--- src/rtl/vseq_pkg.sv ---
package vseq_pkg;

    localparam int ADDR_BITS  = 10;
    localparam int CTRL_BITS  = 5;
    localparam int FRAME_BITS = CTRL_BITS + 1 + ADDR_BITS;
    localparam int STAT_BITS  = 2 + ADDR_BITS;

    // control field, index 0 = C0 (cue), 1 = ignore address, 2 = power,
    // 3 = play not record, 4 = run
    localparam logic [CTRL_BITS-1:0] CTL_PWRUP   = 5'b00100;
    localparam logic [CTRL_BITS-1:0] CTL_SETPLAY = 5'b11100;
    localparam logic [CTRL_BITS-1:0] CTL_PLAY    = 5'b11110;
    localparam logic [CTRL_BITS-1:0] CTL_SETREC  = 5'b10100;
    localparam logic [CTRL_BITS-1:0] CTL_REC     = 5'b10110;
    localparam logic [CTRL_BITS-1:0] CTL_STOP    = 5'b00110;

    typedef enum logic [2:0] {
        OP_REC_AT    = 3'd0,
        OP_REC_HERE  = 3'd1,
        OP_PLAY_AT   = 3'd2,
        OP_PLAY_HERE = 3'd3,
        OP_STOP      = 3'd4
    } op_e;

    typedef enum logic [2:0] {
        F_IDLE, F_SETUP, F_LOW, F_HIGH, F_HOLD, F_GAP
    } fstate_e;

    typedef enum logic [3:0] {
        S_IDLE, S_PU1, S_W1, S_PU2, S_W2, S_GO, S_RUN, S_STOPF, S_PAUSE
    } sstate_e;

    function automatic logic [FRAME_BITS-1:0] make_frame(
        input logic [CTRL_BITS-1:0] ctl,
        input logic [ADDR_BITS-1:0] row
    );
        return {ctl, 1'b0, row};
    endfunction

endpackage

--- src/rtl/vseq_sync.sv ---
module vseq_sync #(
    parameter int   STAGES   = 2,
    parameter logic RESET_VAL = 1'b1
) (
    input  logic clk,
    input  logic rst_n,
    input  logic din,
    output logic dout
);
    logic [STAGES-1:0] chain_d, chain_q;

    generate
        if (STAGES == 1) begin : g_single
            always_comb chain_d = din;
        end else begin : g_multi
            always_comb chain_d = {chain_q[STAGES-2:0], din};
        end
    endgenerate

    always_ff @(posedge clk) begin
        if (!rst_n) chain_q <= {STAGES{RESET_VAL}};
        else        chain_q <= chain_d;
    end

    assign dout = chain_q[STAGES-1];
endmodule

--- src/rtl/vseq_timer.sv ---
module vseq_timer #(
    parameter int W = 8
) (
    input  logic         clk,
    input  logic         rst_n,
    input  logic         start,
    input  logic [W-1:0] len,
    output logic         done
);
    typedef struct packed {
        logic         run;
        logic [W-1:0] cnt;
    } tmr_t;

    tmr_t d, q;

    always_comb begin
        d = q;
        if (start) begin
            d.run = 1'b1;
            d.cnt = len - W'(1);
        end else if (q.run) begin
            if (q.cnt == '0) d.run = 1'b0;
            else             d.cnt = q.cnt - W'(1);
        end
    end

    always_ff @(posedge clk) begin
        if (!rst_n) q <= '0;
        else        q <= d;
    end

    assign done = q.run && (q.cnt == '0);
endmodule

--- src/rtl/vseq_spi_frame.sv ---
module vseq_spi_frame
    import vseq_pkg::*;
#(
    parameter int BITS      = 16,
    parameter int CAP_BITS  = 12,
    parameter int HALF_CYC  = 25,
    parameter int SETUP_CYC = 25,
    parameter int HOLD_CYC  = 25,
    parameter int GAP_CYC   = 50
) (
    input  logic                clk,
    input  logic                rst_n,
    input  logic                start,
    input  logic [BITS-1:0]     tx,
    input  logic                miso,
    output logic                sclk,
    output logic                ss_n,
    output logic                mosi,
    output logic                done,
    output logic [CAP_BITS-1:0] rx
);
    localparam int M1   = (HALF_CYC > SETUP_CYC) ? HALF_CYC : SETUP_CYC;
    localparam int M2   = (HOLD_CYC > GAP_CYC) ? HOLD_CYC : GAP_CYC;
    localparam int MAXC = (M1 > M2) ? M1 : M2;
    localparam int CW   = $clog2(MAXC + 1);
    localparam int BW   = $clog2(BITS);

    typedef struct packed {
        fstate_e             st;
        logic [CW-1:0]       cnt;
        logic [BW-1:0]       bitn;
        logic [BITS-1:0]     sh;
        logic [CAP_BITS-1:0] cap;
        logic [CAP_BITS-1:0] rx;
        logic                done;
    } fr_t;

    fr_t d, q;

    always_comb begin
        d      = q;
        d.done = 1'b0;
        case (q.st)
            F_IDLE: begin
                if (start) begin
                    d.sh   = tx;
                    d.bitn = '0;
                    d.cnt  = CW'(SETUP_CYC - 1);
                    d.st   = F_SETUP;
                end
            end
            F_SETUP: begin
                if (q.cnt == '0) begin
                    d.cnt = CW'(HALF_CYC - 1);
                    d.st  = F_LOW;
                end else d.cnt = q.cnt - CW'(1);
            end
            F_LOW: begin
                if (q.cnt == '0) begin
                    d.cnt = CW'(HALF_CYC - 1);
                    d.st  = F_HIGH;
                    if (q.bitn < BW'(CAP_BITS))
                        d.cap = {miso, q.cap[CAP_BITS-1:1]};
                end else d.cnt = q.cnt - CW'(1);
            end
            F_HIGH: begin
                if (q.cnt == '0) begin
                    if (q.bitn == BW'(BITS - 1)) begin
                        d.cnt = CW'(HOLD_CYC - 1);
                        d.st  = F_HOLD;
                    end else begin
                        d.bitn = q.bitn + BW'(1);
                        d.sh   = q.sh >> 1;
                        d.cnt  = CW'(HALF_CYC - 1);
                        d.st   = F_LOW;
                    end
                end else d.cnt = q.cnt - CW'(1);
            end
            F_HOLD: begin
                if (q.cnt == '0) begin
                    d.cnt = CW'(GAP_CYC - 1);
                    d.st  = F_GAP;
                end else d.cnt = q.cnt - CW'(1);
            end
            F_GAP: begin
                if (q.cnt == '0) begin
                    d.rx   = q.cap;
                    d.done = 1'b1;
                    d.st   = F_IDLE;
                end else d.cnt = q.cnt - CW'(1);
            end
            default: d.st = F_IDLE;
        endcase
    end

    always_ff @(posedge clk) begin
        if (!rst_n) q <= '{st: F_IDLE, default: '0};
        else        q <= d;
    end

    assign sclk = (q.st == F_HIGH);
    assign ss_n = (q.st == F_IDLE) || (q.st == F_GAP);
    assign mosi = ((q.st == F_SETUP) || (q.st == F_LOW) || (q.st == F_HIGH)) ? q.sh[0] : 1'b0;
    assign done = q.done;
    assign rx   = q.rx;
endmodule

--- src/rtl/voice_cmd_seq.sv ---
module voice_cmd_seq
    import vseq_pkg::*;
#(
    parameter int HALF_CYC    = 25,
    parameter int SETUP_CYC   = 25,
    parameter int HOLD_CYC    = 25,
    parameter int GAP_CYC     = 50,
    parameter int PUD_CYC     = 1250000,
    parameter int STOP_CYC    = 2500000,
    parameter int SYNC_STAGES = 2
) (
    input  logic                 clk,
    input  logic                 rst_n,
    input  logic                 req_valid,
    input  logic [2:0]           req_op,
    input  logic [ADDR_BITS-1:0] req_addr,
    output logic                 busy,
    output logic                 running,
    output logic                 stat_valid,
    output logic                 stat_ovf,
    output logic                 stat_eom,
    output logic [ADDR_BITS-1:0] stat_row,
    output logic                 spi_sclk,
    output logic                 spi_mosi,
    output logic                 spi_ss_n,
    input  logic                 spi_miso,
    input  logic                 int_n
);
    localparam int LONGEST = (2 * PUD_CYC > STOP_CYC) ? 2 * PUD_CYC : STOP_CYC;
    localparam int TW      = $clog2(LONGEST + 1);

    typedef struct packed {
        sstate_e              st;
        logic                 is_rec;
        logic                 use_addr;
        logic [ADDR_BITS-1:0] addr;
    } seq_t;

    seq_t d, q;

    logic                  f_start, f_done, t_start, t_done, int_s;
    logic [FRAME_BITS-1:0] f_tx, go_frame;
    logic [TW-1:0]         t_len;
    logic [STAT_BITS-1:0]  f_rx;

    vseq_sync #(.STAGES(SYNC_STAGES), .RESET_VAL(1'b1)) u_sync (
        .clk(clk), .rst_n(rst_n), .din(int_n), .dout(int_s)
    );

    vseq_timer #(.W(TW)) u_timer (
        .clk(clk), .rst_n(rst_n), .start(t_start), .len(t_len), .done(t_done)
    );

    vseq_spi_frame #(
        .BITS(FRAME_BITS), .CAP_BITS(STAT_BITS), .HALF_CYC(HALF_CYC),
        .SETUP_CYC(SETUP_CYC), .HOLD_CYC(HOLD_CYC), .GAP_CYC(GAP_CYC)
    ) u_frame (
        .clk(clk), .rst_n(rst_n), .start(f_start), .tx(f_tx), .miso(spi_miso),
        .sclk(spi_sclk), .ss_n(spi_ss_n), .mosi(spi_mosi), .done(f_done), .rx(f_rx)
    );

    always_comb begin
        logic [CTRL_BITS-1:0] ctl;
        if (q.is_rec) ctl = q.use_addr ? CTL_SETREC : CTL_REC;
        else          ctl = q.use_addr ? CTL_SETPLAY : CTL_PLAY;
        go_frame = make_frame(ctl, q.use_addr ? q.addr : '0);
    end

    always_comb begin
        d       = q;
        f_start = 1'b0;
        f_tx    = '0;
        t_start = 1'b0;
        t_len   = '0;
        case (q.st)
            S_IDLE: begin
                // codes 0..3 start an operation; bit1 low = record, bit0 low = at address
                if (req_valid && !req_op[2]) begin
                    d.is_rec   = !req_op[1];
                    d.use_addr = !req_op[0];
                    d.addr     = req_addr;
                    f_start    = 1'b1;
                    f_tx       = make_frame(CTL_PWRUP, '0);
                    d.st       = S_PU1;
                end
            end
            S_PU1: begin
                if (f_done) begin
                    t_start = 1'b1;
                    t_len   = TW'(PUD_CYC);
                    d.st    = S_W1;
                end
            end
            S_W1: begin
                if (t_done) begin
                    f_start = 1'b1;
                    if (q.is_rec) begin
                        f_tx = make_frame(CTL_PWRUP, '0);
                        d.st = S_PU2;
                    end else begin
                        f_tx = go_frame;
                        d.st = S_GO;
                    end
                end
            end
            S_PU2: begin
                if (f_done) begin
                    t_start = 1'b1;
                    t_len   = TW'(2 * PUD_CYC);
                    d.st    = S_W2;
                end
            end
            S_W2: begin
                if (t_done) begin
                    f_start = 1'b1;
                    f_tx    = go_frame;
                    d.st    = S_GO;
                end
            end
            S_GO: begin
                if (f_done) d.st = S_RUN;
            end
            S_RUN: begin
                if (req_valid && (req_op == OP_STOP)) begin
                    f_start = 1'b1;
                    f_tx    = make_frame(CTL_STOP, '0);
                    d.st    = S_STOPF;
                end else if (!q.is_rec && !int_s) begin
                    t_start = 1'b1;
                    t_len   = TW'(STOP_CYC);
                    d.st    = S_PAUSE;
                end
            end
            S_STOPF: begin
                if (f_done) begin
                    t_start = 1'b1;
                    t_len   = TW'(STOP_CYC);
                    d.st    = S_PAUSE;
                end
            end
            S_PAUSE: begin
                if (t_done) d.st = S_IDLE;
            end
            default: d.st = S_IDLE;
        endcase
    end

    always_ff @(posedge clk) begin
        if (!rst_n) q <= '{st: S_IDLE, default: '0};
        else        q <= d;
    end

    assign busy       = (q.st != S_IDLE);
    assign running    = (q.st == S_RUN);
    assign stat_valid = f_done;
    assign stat_ovf   = f_rx[0];
    assign stat_eom   = f_rx[1];
    assign stat_row   = f_rx[STAT_BITS-1:2];
endmodule

--- config.mk ---
export PLATFORM = sky130hd
export DESIGN_NAME = voice_cmd_seq
export DESIGN_NICKNAME = d
export VERILOG_FILES = /design/src/rtl/vseq_pkg.sv /design/src/rtl/vseq_sync.sv /design/src/rtl/vseq_timer.sv /design/src/rtl/vseq_spi_frame.sv /design/src/rtl/voice_cmd_seq.sv
export SDC_FILE = /design/constraint.sdc
export NUM_CORES = 1
export LEC_CHECK = 0
export BUFFER_PORTS_ARGS = -buffer_cell sky130_fd_sc_hd__buf_2
export CAP_MARGIN = 20
export CORE_UTILIZATION = 43
export DETAILED_ROUTE_END_ITERATION = 10
export PLACE_DENSITY_LB_ADDON = 0.25
export SLEW_MARGIN = 20
export SYNTH_ARGS = -nofsm -noshare
export SYNTH_HDL_FRONTEND = slang
export SYNTH_SLANG_ARGS = --single-unit
--- constraint.sdc ---
create_clock -name clk -period 3.9 [get_ports clk]
set_clock_uncertainty 0.2 [all_clocks]
set_input_delay 0.78 -clock clk [delete_from_list [all_inputs] [get_ports clk]]
set_output_delay 0.78 -clock clk [all_outputs]
set_load 0.01 [all_outputs]
==> results of run 1 <==
Yosys cell counts, types with 9 or more instances:
cell type  number  area share (%)
a21oi_1        53             5.5
a22oi_1        11             1.7
buf_4          12             1.9
clkbuf_1       22             1.7
dfxtp_1        95              40
inv_1          17             1.3
mux2i_1        24             5.0
nand2_1        44             3.5
nand3_1        12             1.3
nor2_1         48             3.8
nor3_1          9            0.94
o211ai_1       13             2.0
o21ai_0        19             2.0
o31ai_1        16             2.5
or4_1           9             1.4
xor2_1         13             2.4
state kept, by name, indices dropped and copies added, names as in the netlist:
| register | flops |
|---|---|
| u_timer.q | 23 |
| u_sync.chain_q | 2 |
| u_frame.done | 1 |
| u_frame.rx | 12 |
| q | 16 |
| u_frame.q | 41 |
worst paths after layout:
kind / start / to / slack (ns) / depth (start not counted)
worst max-delay path: u_timer.q[2] / u_frame.q[39] / 0.93 / 6
worst max register to register: u_timer.q[2] / u_frame.q[39] / 0.93 / 6
worst min-delay path: u_sync.chain_q[0] / u_sync.chain_q[1] / 0.22 / 1
worst min register to register: u_sync.chain_q[0] / u_sync.chain_q[1] / 0.22 / 1
cell families after synthesis:
family                     Yosys count
and+or+nand+nor                    185
AOI/OAI and AO/OA                  163
DFF                                 95
buffers and inverters               60
muxes                               25
xor gates and xnor gates            17
adders and majority gates            6
routing by layer:
layer  GRT usage [%]  vias to the layer above
met5               0                        -
met4           9.002                        0
met3           3.753                       16
met2           31.50                       80
met1           25.12                     1957
li1                -                     2054
layout make-up:
class	count	area, um^2	share of cell area, %
clock buffer	11	131.4	2.526
clock inverter	5	82.58	1.588
inverter	18	67.56	1.299
multi-input combinational	396	2606	50.12
sequential	95	1902	36.57
tap	140	175.2	3.369
timing repair buffer	43	235.2	4.524
power by group through the flow:
stage          combinational [mW]  sequential [mW]  clock [mW]
2_1_floorplan               0.333             1.08           0
3_3_place_gp                0.407             1.10           0
3_5_place_dp                0.411             1.10           0
4_1_cts                     0.413             1.08       0.730
5_1_grt                     0.463             1.09       0.769
6_report                    0.415             1.08       0.710
critical path, cell delays in order (launching register included):
cell,delay [ns]
dfxtp_1,0.37
nor4_4,0.50
nand4_4,0.34
o31a_1,0.37
buf_4,0.18
o21ai_1,0.71
a31oi_1,0.15
through the flow:
stage          total power, mW  std cells  hold slack (ns)  setup WS (ns)
3_5_place_dp             1.511        692           0.2107         0.9139
3_3_place_gp             1.506        692           0.1910         0.9734
4_1_cts                  2.220        708           0.2233         0.9484
2_1_floorplan            1.408        551           0.1863          1.268
6_report                 2.204        708           0.2158         0.9306
5_1_grt                  2.320        708           0.2482         0.6759
==> impl_metrics.yaml, run 1 <==
clocking:
  cts_sinks: 95
  cts.htree.levels: 3
  worstSkewPairLatency_ns: 0.38
  cts_hold_buf: 0
  clk_pin_slew_worst_paths_ns: 0.09
  numCtsBuffers: 9
  root_buffer_cell: "clkbuf_8"
  cts_setup_buffers: 0
  tritoncts: "done"
  clockBufferDepth: 2
  cts-resized-gates: 0
grt:
  grt_start_max_net_pins: 33
  grt.overflow.total: 0
  grt_use_total_pct: 19.54
  grt_pass1_wl_um: 17970
  grt_antenna_before_repair: 0
  first_global_vias: 3774
timing:
  max_clock_freq_ghz: 0.3368
  portion_of_the_clock_cycle_consumed_by_the_worst_path_in_the_final_layout_pct: 76.14
  final-setup-viol-count: 0
  report.final.slew_viol_count: 0
  finalHoldViolCount: 0
  unrepaired_setup_endpoints_after_global_routing: "false"
  final_critical_period_ns: 2.969
  max-slew-margin-rel_pct: 35.50
  worstMarginPinSlew_ns: 0.9602
  setup_tns_ns: 0
detailed_routing:
  met3_wirelength_um: 378
  mean_routed_wirelength_per_cell_um: 15.00
  routed-wl-met2_um: 4892
  top_layer: "met4"
  drt_wl_total_um: 10620
  drt_first_pass_iters: 5
  remaining_drc_errors: 0
  ant_nets: 0
  via_per_inst: 5.801
  drt-initial-drc-count: 199
  routedLengthMet1_um: 5117
  vias: 4107
yosys:
  synth.area.mux_share_pct: 5.255
  postSynthCellCount: 551
  count_of_flip_flops_with_a_built_in_enable_after_synthesis: 0
  synth_top_family_by_area: "compound AO/OA/AOI/OAI gates"
  synth_seq_area_share_pct: 39.74
  synth_flop_cell: "dfxtp_1"
  avgSynthCellArea_um2: 8.686
  synth.yosys.warnings: 0
  synth-compound-area-share_pct: 22.61
  synth-seq-cells: 95
  synthesis.nets: 575
  synth-simple-area-share_pct: 21.91
  synth_fa_ha_area_share_pct: 1.569
  yosysUniqueCellTypes: 67
  synth_xor_area_share_pct: 3.111
  synth-async-reset-ratio_pct: 0
  synth_area_um2: 4786
run:
  max-cap-violations: 0
floorplan:
  die-area_um2: 11560
  rows: 38
  coreArea_um2: 10840
  initial_core_util_pct: 44.15
  top_level_ports: 36
  die_w_um: 107.5
  die_span_y_um: 107.5
setup_path:
  setup.worst_path.end_class: "flop"
  criticalPathCategory: "flop to flop"
  worstSetupStartpointType: "flop"
  worst-path-max-fanout: 17
  cp.required_ns: 3.93
  cp_data_arrival_time_ns: 3.00
cells_and_area:
  n_fill_cell: 1055
  layout.cells.most_common_list: "dfxtp_1 (95), a21oi_1 (53), nor2_1 (48)"
  final_core_utilization_pct: 47.97
  finish.instance_area_um2: 5200
  flow.area_growth_from_synthesis_pct: 8.654
  fraction_of_final_layout_cells_with_drive_strength_greater_than_1_pct: 13.56
  antenna_cells: 0
  final_nets: 587
  mostFrequentLayoutCell: "dfxtp_1"
pwr:
  power_frac_comb_pct: 18.8
  p_int_mw: 1.545
  leakage_nw: 2.145
  switching_share_pct: 29.88
  power.clock.fraction_pct: 32.2
  share_seq_of_total_power_pct: 48.9
  peakVddDrop_v: 0.0002310
  power.net_switching_mw: 0.6584
  power-per-cell-area_nw_per_um2: 423.8
placement:
  placedInstanceArea_um2: 4986
  dp_hpwl_um: 7283
  port-buffer-count: 35
  gpl.final_weighted_congestion: 0.8231
status:
  run_status: "completed"
worst_hold_path:
  min_path_type: "flop to flop"
Power figures use the tool's default switching activity.
==> run 2: changes to the inputs <==
- clock period: 3.9 -> 2.5 ns (I/O delays scaled with it)
==> run 2 against run 1 <==
Clock power increased by 45%. Power increased by 56%. Setup slack got worse by 0.83 ns. Largest power group unchanged. Fmax increased by 24%. Count of clock-buffer cells in the layout increased by 1. Critical path depth unchanged. Via count increased by 3.4%. Wire length increased by 4.4%. Critical path type unchanged. Utilization increased by 2.8 points. Flip-flop and latch count unchanged.
==> impl_metrics.yaml, run 2 (synthesis results as in run 1) <==
timing:
  setup_tns_ns: 0
  finalHoldViolCount: 0
  tightest_hold_margin_ns: 0.1014
  max-slew-margin-rel_pct: 68.39
  worstMarginPinSlew_ns: 0.4731
  portion_of_the_clock_cycle_consumed_by_the_worst_path_in_the_final_layout_pct: 95.99
  max_clock_freq_ghz: 0.4167
  final-setup-viol-count: 0
  report.final.slew_viol_count: 0
  final_critical_period_ns: 2.400
  unrepaired_setup_endpoints_after_global_routing: "false"
detailed_routing:
  ant_nets: 0
  drt-initial-drc-count: 263
  drt_first_pass_iters: 5
  drt_wl_total_um: 11080
  vias: 4247
  via_per_inst: 5.670
  mean_routed_wirelength_per_cell_um: 14.80
  remaining_drc_errors: 0
cells_and_area:
  reg_top3: "u_frame.q: 41 flops, u_timer.q: 23 flops, q: 16 flops"
  mostFrequentLayoutCell: "dfxtp_1"
  registers.top_by_ff_count: "u_frame.q"
  final_nets: 629
  antenna_cells: 0
  seq_area_um2: 1902
  finalNonFillerCells: 749
  fraction_of_final_layout_cells_with_drive_strength_greater_than_1_pct: 20.03
  final_core_utilization_pct: 50.81
  largest_register_ff_count: 41
  n_fill_cell: 1056
  layout.cells.most_common_list: "dfxtp_1 (95), a21oi_1 (53), buf_4 (50)"
  multi_input_area_um2: 2615
  flow.area_growth_from_synthesis_pct: 15.08
floorplan:
  top_level_ports: 36
  rows: 38
  die_w_um: 107.5
  die_span_y_um: 107.5
  initial_core_util_pct: 44.15
  coreArea_um2: 10840
  die-area_um2: 11560
grt:
  grt_pass1_wl_um: 18880
  first_global_vias: 4028
  grt.overflow.total: 0
  grt_start_max_net_pins: 30
  grt_use_total_pct: 20.75
  grt_antenna_before_repair: 0
setup_path:
  worstSetupStartpointType: "flop"
  setup.worst_path.end_class: "flop"
  cp_top_family: "simple AND/OR/NAND/NOR gates"
  criticalPathCategory: "flop to flop"
  worst-path-max-fanout: 7
  critical-path-max-stage-delay_ns: 0.57
  path_cells: "inv_1 > ha_1 > or3b_4 > or4_1 > a221oi_1 > o32ai_1"
  critical_path.slowest_cell: "or4_1"
  cp.required_ns: 2.55
  cp_data_arrival_time_ns: 2.45
  worst-path-buf-inv: 1
worst_hold_path:
  min_path_type: "input port to flop"
pwr:
  leakage_nw: 2.333
  peakVddDrop_v: 0.0003921
  power.total_mw: 3.439
  power-per-cell-area_nw_per_um2: 624.4
clocking:
  numCtsBuffers: 9
  worstSkewPairLatency_ns: 0.38
  clk_pin_slew_worst_paths_ns: 0.08
  root_buffer_cell: "clkbuf_8"
  tritoncts: "done"
  cts_sinks: 95
  clockBufferDepth: 2
  cts.htree.levels: 3
  cts_hold_buf: 0
placement:
  place.detailed.instances: 732
  dp_hpwl_um: 7932
  gpl.final_weighted_congestion: 0.8840
  port-buffer-count: 35
run:
  max-cap-violations: 0
status:
  run_status: "completed"
-- run 2: cell types whose count changed in the layout (fill, tap and decap cells not counted), sizes merged --
cell	change
clkbuf	+1
clkinvlp	+1
buf	+42
clkinv	-2
bufinv	-1
-- run 2: worst register-to-register path: cells and delay by family (launching register included) --
kind                     cells  cell delay (ns)
adder cells (fa/ha/maj)      1             0.21
buffers and inverters        1             0.07
flip-flops                   1             0.35
AND/OR/NAND/NOR              2             1.01
AO/OA/AOI/OAI                2             0.44
-- run 2: where the power goes --
part	internal (mW)	switching, mW	total (mW)
Sequential	1.60	0.0884	1.68
Combinational	0.314	0.412	0.726
Clock	0.510	0.518	1.03
Total	2.42	1.02	3.44
-- run 2: path summary, 6_finish.rpt --
kind	startpoint	cells after the start	to	slack, ns
setup reg to reg	u_frame.q[45]	6	u_frame.q[48]	0.10
setup / recovery	u_frame.q[45]	6	u_frame.q[48]	0.10
hold reg to reg	u_sync.chain_q[0]	1	u_sync.chain_q[1]	0.23
hold / removal	int_n	2	u_sync.chain_q[0]	0.10
-- run 2: layout make-up --
cell class,count,area share [%]
Multi-Input combinational cell,396,47.48
Sequential cell,95,34.53
Timing Repair Buffer,85,9.995
Tap cell,140,3.180
Clock buffer,12,2.817
Inverter,18,1.227
Clock inverter,3,0.7724
-- run 2: per-stage QoR --
stage               instance area (um^2)  setup slack, ns
global route                        5508          0.01789
global placement                    5286          0.08864
finish                              5508           0.1003
floorplan                           4786           0.1478
CTS                                 5484          0.07418
detailed placement                  5286          0.05657
-- run 2: metal layers --
| metal | GRT usage (%) | part of all wire, % | vias up |
|---|---|---|---|
| met2 | 33.42 | 47 | 92 |
| met3 | 3.935 | 3.4 | 23 |
| met4 | 10.86 | 2.5 | 0 |
| met1 | 26.23 | 47 | 1998 |
| li1 | - | - | 2134 |
| met5 | 0 | 0 | - |
-- run 2: timing repair --
action | 4_1_cts | 5_1_grt
endpoints found under the setup margin | 0 | 17
setup buffers | 0 | 2
gates resized for setup | 0 | 4
